$ cat config.mk
export PLATFORM = sky130hd
export DESIGN_NAME = tmr_aux_core
export DESIGN_NICKNAME = d
export VERILOG_FILES = /design/src/rtl/tmr_aux_pkg.sv /design/src/rtl/tmr_prescale.sv /design/src/rtl/tmr_trig_detect.sv /design/src/rtl/tmr_core_cnt.sv /design/src/rtl/tmr_aux_reg.sv /design/src/rtl/tmr_req_flags.sv /design/src/rtl/tmr_aux_core.sv
export SDC_FILE = /design/constraint.sdc
export NUM_CORES = 1
export LEC_CHECK = 0
export ABC_AREA = 1
export CAP_MARGIN = 10
export CORE_ASPECT_RATIO = 1.75
export CORE_UTILIZATION = 56
export CTS_BUF_LIST = sky130_fd_sc_hd__clkbuf_8
export DETAILED_ROUTE_END_ITERATION = 10
export DONT_BUFFER_PORTS = 1
export GPL_TIMING_DRIVEN = 0
export HOLD_SLACK_MARGIN = 0.03
export PLACE_DENSITY = 0.75
export SYNTH_ARGS = -nofsm -noshare
export SYNTH_HDL_FRONTEND = slang
export SYNTH_SLANG_ARGS = --single-unit
$ cat constraint.sdc
create_clock -name clk -period 4 [get_ports clk]
set_input_delay 0.6 -clock clk [delete_from_list [all_inputs] [get_ports clk]]
set_output_delay 0.6 -clock clk [all_outputs]
set_load 0.05 [all_outputs]
$ cat src/rtl/tmr_aux_pkg.sv
package tmr_aux_pkg;

    // Largest prescaler shift; the divider counter needs one bit more.
    localparam int unsigned PSC_MAX_SHIFT = 6;
    localparam int unsigned PSC_CW        = PSC_MAX_SHIFT + 1;

    typedef enum logic [1:0] {
        EDGE_OFF  = 2'b00,
        EDGE_RISE = 2'b01,
        EDGE_FALL = 2'b10,
        EDGE_BOTH = 2'b11
    } edge_sel_e;

    typedef enum logic {
        AUX_CAPTURE = 1'b0,
        AUX_RELOAD  = 1'b1
    } aux_mode_e;

    // Coded prescaler: returns log2 of the tick period in clocks.
    function automatic int unsigned psc_shift(input logic [1:0] code);
        case (code)
            2'b01:   return 3;
            2'b00:   return 4;
            2'b11:   return 5;
            default: return PSC_MAX_SHIFT;
        endcase
    endfunction

endpackage

$ cat src/rtl/tmr_prescale.sv
module tmr_prescale
    import tmr_aux_pkg::*;
#(
    parameter int unsigned CW = PSC_CW
) (
    input  logic       clk,
    input  logic       rst,
    input  logic       run_en,
    input  logic [1:0] sel,
    output logic       tick
);
    logic [CW-1:0] cnt;
    logic [CW-1:0] lim;

    assign lim  = CW'((1 << psc_shift(sel)) - 1);
    assign tick = run_en && (cnt >= lim);

    always_ff @(posedge clk) begin
        if (rst || !run_en) begin
            cnt <= '0;
        end else if (tick) begin
            cnt <= '0;
        end else begin
            cnt <= cnt + 1'b1;
        end
    end
endmodule

$ cat src/rtl/tmr_trig_detect.sv
module tmr_trig_detect
    import tmr_aux_pkg::*;
(
    input  logic      clk,
    input  logic      rst,
    input  logic      pin,
    input  edge_sel_e sel,
    output logic      ev
);
    // smp[0], smp[1]: synchroniser; smp[2]: previous sample for comparison
    logic [2:0] smp;
    logic       rise;
    logic       fall;

    always_ff @(posedge clk) begin
        if (rst) begin
            smp <= '0;
        end else begin
            smp <= {smp[1:0], pin};
        end
    end

    assign rise = smp[1] & ~smp[2];
    assign fall = ~smp[1] & smp[2];

    always_comb begin
        case (sel)
            EDGE_RISE: ev = rise;
            EDGE_FALL: ev = fall;
            EDGE_BOTH: ev = rise | fall;
            default:   ev = 1'b0;
        endcase
    end
endmodule

$ cat src/rtl/tmr_core_cnt.sv
module tmr_core_cnt #(
    parameter int unsigned W = 16
) (
    input  logic         clk,
    input  logic         rst,
    input  logic         tick,
    input  logic         down,
    input  logic         ld,
    input  logic [W-1:0] ld_val,
    output logic [W-1:0] cnt,
    output logic         wrap
);
    localparam logic [W-1:0] TOP = '1;

    // A load masks the boundary crossing of a tick in the same cycle.
    assign wrap = tick && !ld && (down ? (cnt == '0) : (cnt == TOP));

    always_ff @(posedge clk) begin
        if (rst) begin
            cnt <= '0;
        end else if (ld) begin
            cnt <= ld_val;
        end else if (tick) begin
            cnt <= down ? cnt - 1'b1 : cnt + 1'b1;
        end
    end
endmodule

$ cat src/rtl/tmr_aux_reg.sv
module tmr_aux_reg #(
    parameter int unsigned W = 16
) (
    input  logic         clk,
    input  logic         rst,
    input  logic         cap,
    input  logic [W-1:0] cap_val,
    input  logic         wr,
    input  logic [W-1:0] wdata,
    output logic [W-1:0] val
);
    always_ff @(posedge clk) begin
        if (rst) begin
            val <= '0;
        end else if (cap) begin
            val <= cap_val;
        end else if (wr) begin
            val <= wdata;
        end
    end
endmodule

$ cat src/rtl/tmr_req_flags.sv
module tmr_req_flags #(
    parameter int unsigned N = 3
) (
    input  logic         clk,
    input  logic         rst,
    input  logic [N-1:0] set,
    input  logic [N-1:0] clr,
    input  logic [N-1:0] en,
    output logic [N-1:0] flag,
    output logic [N-1:0] irq
);
    always_ff @(posedge clk) begin
        if (rst) begin
            flag <= '0;
        end else begin
            flag <= (flag & ~clr) | set;
        end
    end

    assign irq = flag & en;
endmodule

$ cat src/rtl/tmr_aux_core.sv
module tmr_aux_core
    import tmr_aux_pkg::*;
#(
    parameter int unsigned W    = 16,
    parameter int unsigned NAUX = 2
) (
    input  logic                clk,
    input  logic                rst,
    input  logic                run_en,
    input  logic                count_down,
    input  logic [1:0]          psc_sel,
    input  logic [NAUX-1:0]     aux_mode,
    input  logic [2*NAUX-1:0]   edge_sel,
    input  logic [NAUX-1:0]     trig_pin,
    input  logic [NAUX-1:0]     aux_wr,
    input  logic [W-1:0]        aux_wdata,
    input  logic [NAUX:0]       irq_en,
    input  logic [NAUX:0]       irq_clr,
    output logic [W-1:0]        core_val,
    output logic [NAUX*W-1:0]   aux_val,
    output logic [NAUX:0]       irq_flag,
    output logic [NAUX:0]       irq_out
);
    localparam int unsigned NFLAG = NAUX + 1;

    logic                tick;
    logic [NAUX-1:0]     trig_ev;
    logic [W-1:0]        aux_q [NAUX];
    logic                rl_hit;
    logic [W-1:0]        rl_val;
    logic                core_wrap;
    logic [NFLAG-1:0]    flag_set;

    tmr_prescale u_psc (
        .clk    (clk),
        .rst    (rst),
        .run_en (run_en),
        .sel    (psc_sel),
        .tick   (tick)
    );

    for (genvar gi = 0; gi < NAUX; gi++) begin : g_aux
        logic cap_i;

        tmr_trig_detect u_trig (
            .clk (clk),
            .rst (rst),
            .pin (trig_pin[gi]),
            .sel (edge_sel_e'(edge_sel[2*gi +: 2])),
            .ev  (trig_ev[gi])
        );

        assign cap_i = trig_ev[gi] && (aux_mode_e'(aux_mode[gi]) == AUX_CAPTURE);

        tmr_aux_reg #(.W(W)) u_reg (
            .clk     (clk),
            .rst     (rst),
            .cap     (cap_i),
            .cap_val (core_val),
            .wr      (aux_wr[gi]),
            .wdata   (aux_wdata),
            .val     (aux_q[gi])
        );

        assign aux_val[gi*W +: W] = aux_q[gi];
    end

    // Lowest-indexed reload source takes the core.
    always_comb begin
        rl_hit = 1'b0;
        rl_val = '0;
        for (int i = 0; i < NAUX; i++) begin
            if (!rl_hit && trig_ev[i] && (aux_mode_e'(aux_mode[i]) == AUX_RELOAD)) begin
                rl_hit = 1'b1;
                rl_val = aux_q[i];
            end
        end
    end

    tmr_core_cnt #(.W(W)) u_core (
        .clk    (clk),
        .rst    (rst),
        .tick   (tick),
        .down   (count_down),
        .ld     (rl_hit),
        .ld_val (rl_val),
        .cnt    (core_val),
        .wrap   (core_wrap)
    );

    assign flag_set = {trig_ev, core_wrap};

    tmr_req_flags #(.N(NFLAG)) u_flags (
        .clk  (clk),
        .rst  (rst),
        .set  (flag_set),
        .clr  (irq_clr),
        .en   (irq_en),
        .flag (irq_flag),
        .irq  (irq_out)
    );
endmodule

Word-level counts from Yosys, hierarchy flattened. Cells that the tools add are included. Widths: inputs -> output; s select.

Flip-flop bits (word level): 64. Logic and storage cells: 71.

Add/subtract/negate cells: 4. Order comparisons: 1. Eq/ne operators: 9. Shift operators: 1. Mux-type cells: 15. Bitwise logic cells: 16. Reductions and logical operators: 18.

Operator list (number): $mux 16 (9); $add 16x1->16 const B (1); $eq 16x16->1 const B (1); $logic_not 16->1 (1); $sub 16x1->16 const B (1); $eq 2x2->1 const B (5); $pmux 3 s3 (1); $logic_and 1x1->1 (8); $add 7x1->7 const B (1); $ge 7x7->1 (1); $shl 1x3->7 const A (1); $sub 7x2->7 const B (1); $and 3x3->3 (2); $eq 2x1->1 const B (3); $not 1->1 (6); $pmux 1 s3 (2); $reduce_bool 2->1 (3); $and 1x1->1 (4); $logic_not 1->1 (3); $mux 1 (3); $not 3->3 (1); $or 3x3->3 (1); $logic_not 2->1 (1); $or 1x1->1 (2); other kinds (2) (2).

Logic depth before layout (Yosys ltp).
Depth after elaboration: 14. Gate-level depth with buffers: 13. Depth with buffers taken out: 13.

By module. Synthesis repeated with hierarchy kept, for this count alone.

Cell total of the unflattened synthesis: 709. Area total of the unflattened synthesis: 4464.3 µm².

By module, submodules not included: tmr_core_cnt (instances 1, cells each 278, area an instance 1641.6 µm², seq. area each 320.3 µm²); tmr_aux_reg (instances 2, cells each 122, area an instance 807.0 µm², seq. area each 320.3 µm²); tmr_prescale (instances 1, cells each 68, area an instance 496.7 µm², seq. area each 140.1 µm²); tmr_aux_core (instances 1, cells each 60, area an instance 295.3 µm², seq. area each 0.0 µm²); tmr_trig_detect (instances 2, cells each 19, area an instance 142.6 µm², seq. area each 60.1 µm²); tmr_req_flags (instances 1, cells each 21, area an instance 131.4 µm², seq. area each 60.1 µm²).

Least setup slack after synthesis. Ideal clock, no wire load.

Path type: reg2reg. From: register u_core.cnt[0]. To: register u_core.cnt[8]. Setup time: 0.056 ns. Arrival: 2.001 ns. Setup slack: 1.943 ns. Cell stages (with the launch flop): 14. Path buffers: 0. Clock period less this slack: 2.057 ns. Path through: dfxtp_1 inv_1 fa_1 inv_1 nand3_1 nand2_1 nand2_1 nand2_1 nor2_1 nor2_1 nand2_1 nand3b_1 nand2_1 inv_1.

Cells in the longest elaborated chain, start to end: 4. Elaborated cells on any way between the ends: 5. Those cells by class: 2 x add/sub; 3 x mux.

RTL lines: from (decl) (RTL line tmr_core_cnt.sv:10) `output logic [W-1:0] cnt,`; from (signal assigned) (RTL line tmr_core_cnt.sv:22) `cnt <= ld_val;`; from (signal assigned) (RTL line tmr_core_cnt.sv:24) `cnt <= down ? cnt - 1'b1 : cnt + 1'b1;`; $add 16x1->16 or $sub 16x1->16 (tied branches) (RTL line tmr_core_cnt.sv:24); $mux 16 * (RTL line tmr_core_cnt.sv:24); $mux 16 * (RTL line tmr_core_cnt.sv:23) `end else if (tick) begin`; $mux 16 * (RTL line tmr_core_cnt.sv:21) `end else if (ld) begin`.

Every way passes the cells marked *; elsewhere a longest branch is shown, timed or not. The select of a mux whose other input is x is not followed. A chain may end at the register's enable or synchronous reset.

Final worst setup path.
From: register u_core.cnt[0]. To: register u_core.cnt[10].

The elaborated chain is that of the path after synthesis.

==> flow_metrics.py <==
metrics = {
    "run_status": {
        "status": "complete, no violations",
    },
    "synth": {
        "synth_compound_gate_area_share": 0.122,
        "ys_seq_area_frac": 0.291,
        "synth_edf_count": 0,
        "ys_ff_latch": 64,
        "synthSimpleGateAreaFrac": 0.338,
        "yosys.cell_types.count": 39,
        "synth_area_um2": 4410,
        "synth_area_per_cell_um2": 6.59,
        "ys_warn_count": 0,
        "synth_cells": 669,
        "yosys_most_used_dff": "dfxtp_1",
        "synth_top_family_by_area": "simple AND/OR/NAND/NOR gates",
        "synth-async-reset-ratio": 0,
        "synth_mux_area_frac": 0.0409,
        "synthAdderAreaFrac": 0.0784,
        "synth_xor_area_frac": 0.00994,
    },
    "sta": {
        "worst_pin_slew_ns": 0.748,
        "setup_viol_count_final": 0,
        "fmax_mhz": 402,
        "layout_min_cycle_time_ns": 2.49,
        "setup-tns-final_ns": 0,
        "rsz0062_at_grt": "no",
        "hold_viol_final": 0,
        "slew_headroom": 0.501,
        "fin_crit_sh": 0.622,
        "fin_worst_skew_ns": 0.00397,
        "maxSlewViolCount": 0,
    },
    "clock_network": {
        "cts.sinks": 64,
        "clock_latency_ns": 0.35,
        "ctsResizeCount": 0,
        "holdBufCountCts": 0,
        "htreeDepth": 3,
        "clk_pin_slew_worst_paths_ns": 0.07,
        "cts_buffer_depth": 2,
        "cts_buffers": 9,
        "cts_tree": "built",
        "clockRootBuffer": "clkbuf_8",
        "post_cts_buffers": 0,
    },
    "die": {
        "die_h_um": 119,
        "die-area_um2": 8240,
        "core-area_um2": 7570,
        "initial_core_util": 0.582,
        "io_pins": 92,
        "die_w_um": 69.0,
        "rows": 42,
    },
    "power": {
        "p_leak_uw": 0.00245,
        "peakVddDrop_v": 0.000352,
        "powerDensity_nw_per_um2": 404,
    },
    "worst_setup_path": {
        "crit_path_end": "u_core.cnt[10]$_SDFFE_PP0P_",
        "reg2reg_setup_slack_ns": 1.51,
        "worstPathRequired_ns": 4.29,
        "r2r_cells": 11,
        "endpoint_kind": "flip-flop",
        "crit_arrival_ns": 2.78,
        "critPathLaunchType": "flip-flop",
        "worstSetupPathType": "reg -> reg",
        "rr_endpoint": "u_core.cnt[10]$_SDFFE_PP0P_",
        "worstSetupStartpoint": "u_core.cnt[0]$_SDFFE_PP0P_",
        "cp_max_fo": 7,
        "r2r_start": "u_core.cnt[0]$_SDFFE_PP0P_",
    },
    "grt": {
        "grt_pass1_vias": 4253,
        "grt_max_degree": 17,
        "grt_use_total": 0.304,
        "grt_pass1_wl_um": 19800,
        "antenna_found_initial": 0,
        "overflow": 0,
    },
    "place": {
        "gp_congestion": 0.898,
        "numPortBuffers": 0,
        "dp.final_hpwl_um": 9770,
        "placed_cell_area_um2": 4520,
    },
    "drt": {
        "drt_wl_total_um": 12200,
        "drc": 0,
        "drt-pass1-iter-count": 5,
        "ant_nets": 0,
        "wl_per_cell_um": 15.7,
        "drtIter0Drc": 199,
        "vias_per_cell": 5.54,
        "via_count": 4297,
    },
    "cells_and_area": {
        "nets": 747,
        "final_util": 0.626,
        "diodes": 0,
        "fin_area_um2": 4740,
        "areaGrowthSynthToFinish_pct": 7.53,
        "drive_gt1_frac": 0.0917,
    },
    "min_path": {
        "min_path_type": "in -> reg",
    },
    "run": {
        "maxCapViolCount": 0,
    },
}
## flip-flops by register name, summed over array words and instances, names as in the netlist
signal	count
u_psc.cnt	7
g_aux.u_reg.val	32
u_flags.flag	3
u_core.cnt	16
g_aux.u_trig.smp	6
## routing by layer
| layer | track usage | wire [um] | vias up |
|---|---|---|---|
| met3 | 0.0668 | 699 | 52 |
| met5 | 0 | 0 | - |
| li1 | - | - | 2159 |
| met1 | 0.302 | 4380 | 1931 |
| met2 | 0.559 | 6390 | 155 |
| met4 | 0.191 | 700 | 0 |
## where the power goes
group	switching [uW]	leakage, uW	internal, uW	total [uW]
logic	252	0.00180	150	402
clock network	247	0.000120	360	607
registers	218	0.000527	685	903
## worst max-delay path, stage by stage (launching register included)
cell	delay [ns]
dfxtp_1	0.78
inv_1	0.25
fa_1	0.51
inv_1	0.10
nand2_1	0.09
nand3_1	0.18
nand2_1	0.11
nand3_1	0.08
nand2_1	0.05
nor2_1	0.13
nor2_1	0.06
nor2_1	0.09
## cell families after synthesis
| kind of cell | count (synthesis) |
|---|---|
| AOI/OAI and AO/OA | 84 |
| and+or+nand+nor | 345 |
| xor gates and xnor gates | 5 |
| other | 1 |
| muxes | 16 |
| DFF | 64 |
| adders and majority gates | 27 |
| buffers and inverters | 127 |
## layout by cell type, fill, tap and decap left out, drive strengths merged
cell type,instances
xnor2,2
o21ai,25
clkbuf,19
bufinv,2
nand3,55
nand2,191
fa,1
inv,108
conb,3
nor3,3
a21oi,35
nor3b,1
mux2,16
xor2,3
nor2,79
ha,26
a21o,1
a311oi,16
o21bai,7
dfxtp,64
nand3b,3
or2,1
clkinv,1
and2,3
nand4,9
buf,13
## synth_stat cells, types with 2 or more instances
cell      count  area share
nand3_1      49       0.056
inv_1       102       0.087
and2_1        3      0.0043
o21bai_1      7       0.012
clkbuf_1      9      0.0077
a21oi_1      28       0.032
nand2_4       2      0.0051
a21oi_2       6       0.012
a311oi_1     16       0.032
o21ai_0      17       0.019
nor3_1        3      0.0034
o21ai_1       7      0.0080
nor2_1       78       0.066
xor2_1        3      0.0060
nand4_1       9       0.013
inv_4         2      0.0028
nand3b_1      3      0.0051
xnor2_1       2      0.0040
buf_2         7      0.0080
dfxtp_1      64        0.29
mux2_2       16       0.041
ha_1         26       0.074
nand2_1     187        0.16
buf_6         4       0.010
nand3_2       5       0.011
## cell type report
type	count	area, um2
inverters	105	399
plain buffers	22	125
fillers	727	2830
multi-input cells	480	2610
clock buffers	10	138
well taps	88	110
flip-flops and latches	64	1280
clock inverters	6	76.3
## worst min path at each step
stage	cells past startpoint	from	slack [ns]	to
3_5_place_dp	2	g_aux[1].u_trig.smp[0]$_SDFF_PP0_	0.40	g_aux[1].u_trig.smp[1]$_SDFF_PP0_
5_1_grt	2	trig_pin[1]	0.36	g_aux[1].u_trig.smp[0]$_SDFF_PP0_
3_3_place_gp	2	g_aux[1].u_trig.smp[0]$_SDFF_PP0_	0.40	g_aux[1].u_trig.smp[1]$_SDFF_PP0_
4_1_cts	2	trig_pin[0]	0.34	g_aux[0].u_trig.smp[0]$_SDFF_PP0_
2_1_floorplan	2	g_aux[0].u_trig.smp[0]$_SDFF_PP0_	0.39	g_aux[0].u_trig.smp[1]$_SDFF_PP0_
6_report	2	trig_pin[0]	0.35	g_aux[0].u_trig.smp[0]$_SDFF_PP0_
## through the flow
step           hold slack, ns  power (uW)  std cells  setup WS [ns]
3_5_place_dp            0.399        1310        759           1.56
2_1_floorplan           0.388        1210        671           1.94
4_1_cts                 0.342        1920        775           1.53
5_1_grt                 0.360        2000        775           1.38
6_report                0.349        1910        775           1.51
3_3_place_gp            0.401        1300        759           1.65
Power figures use the tool's default switching activity.
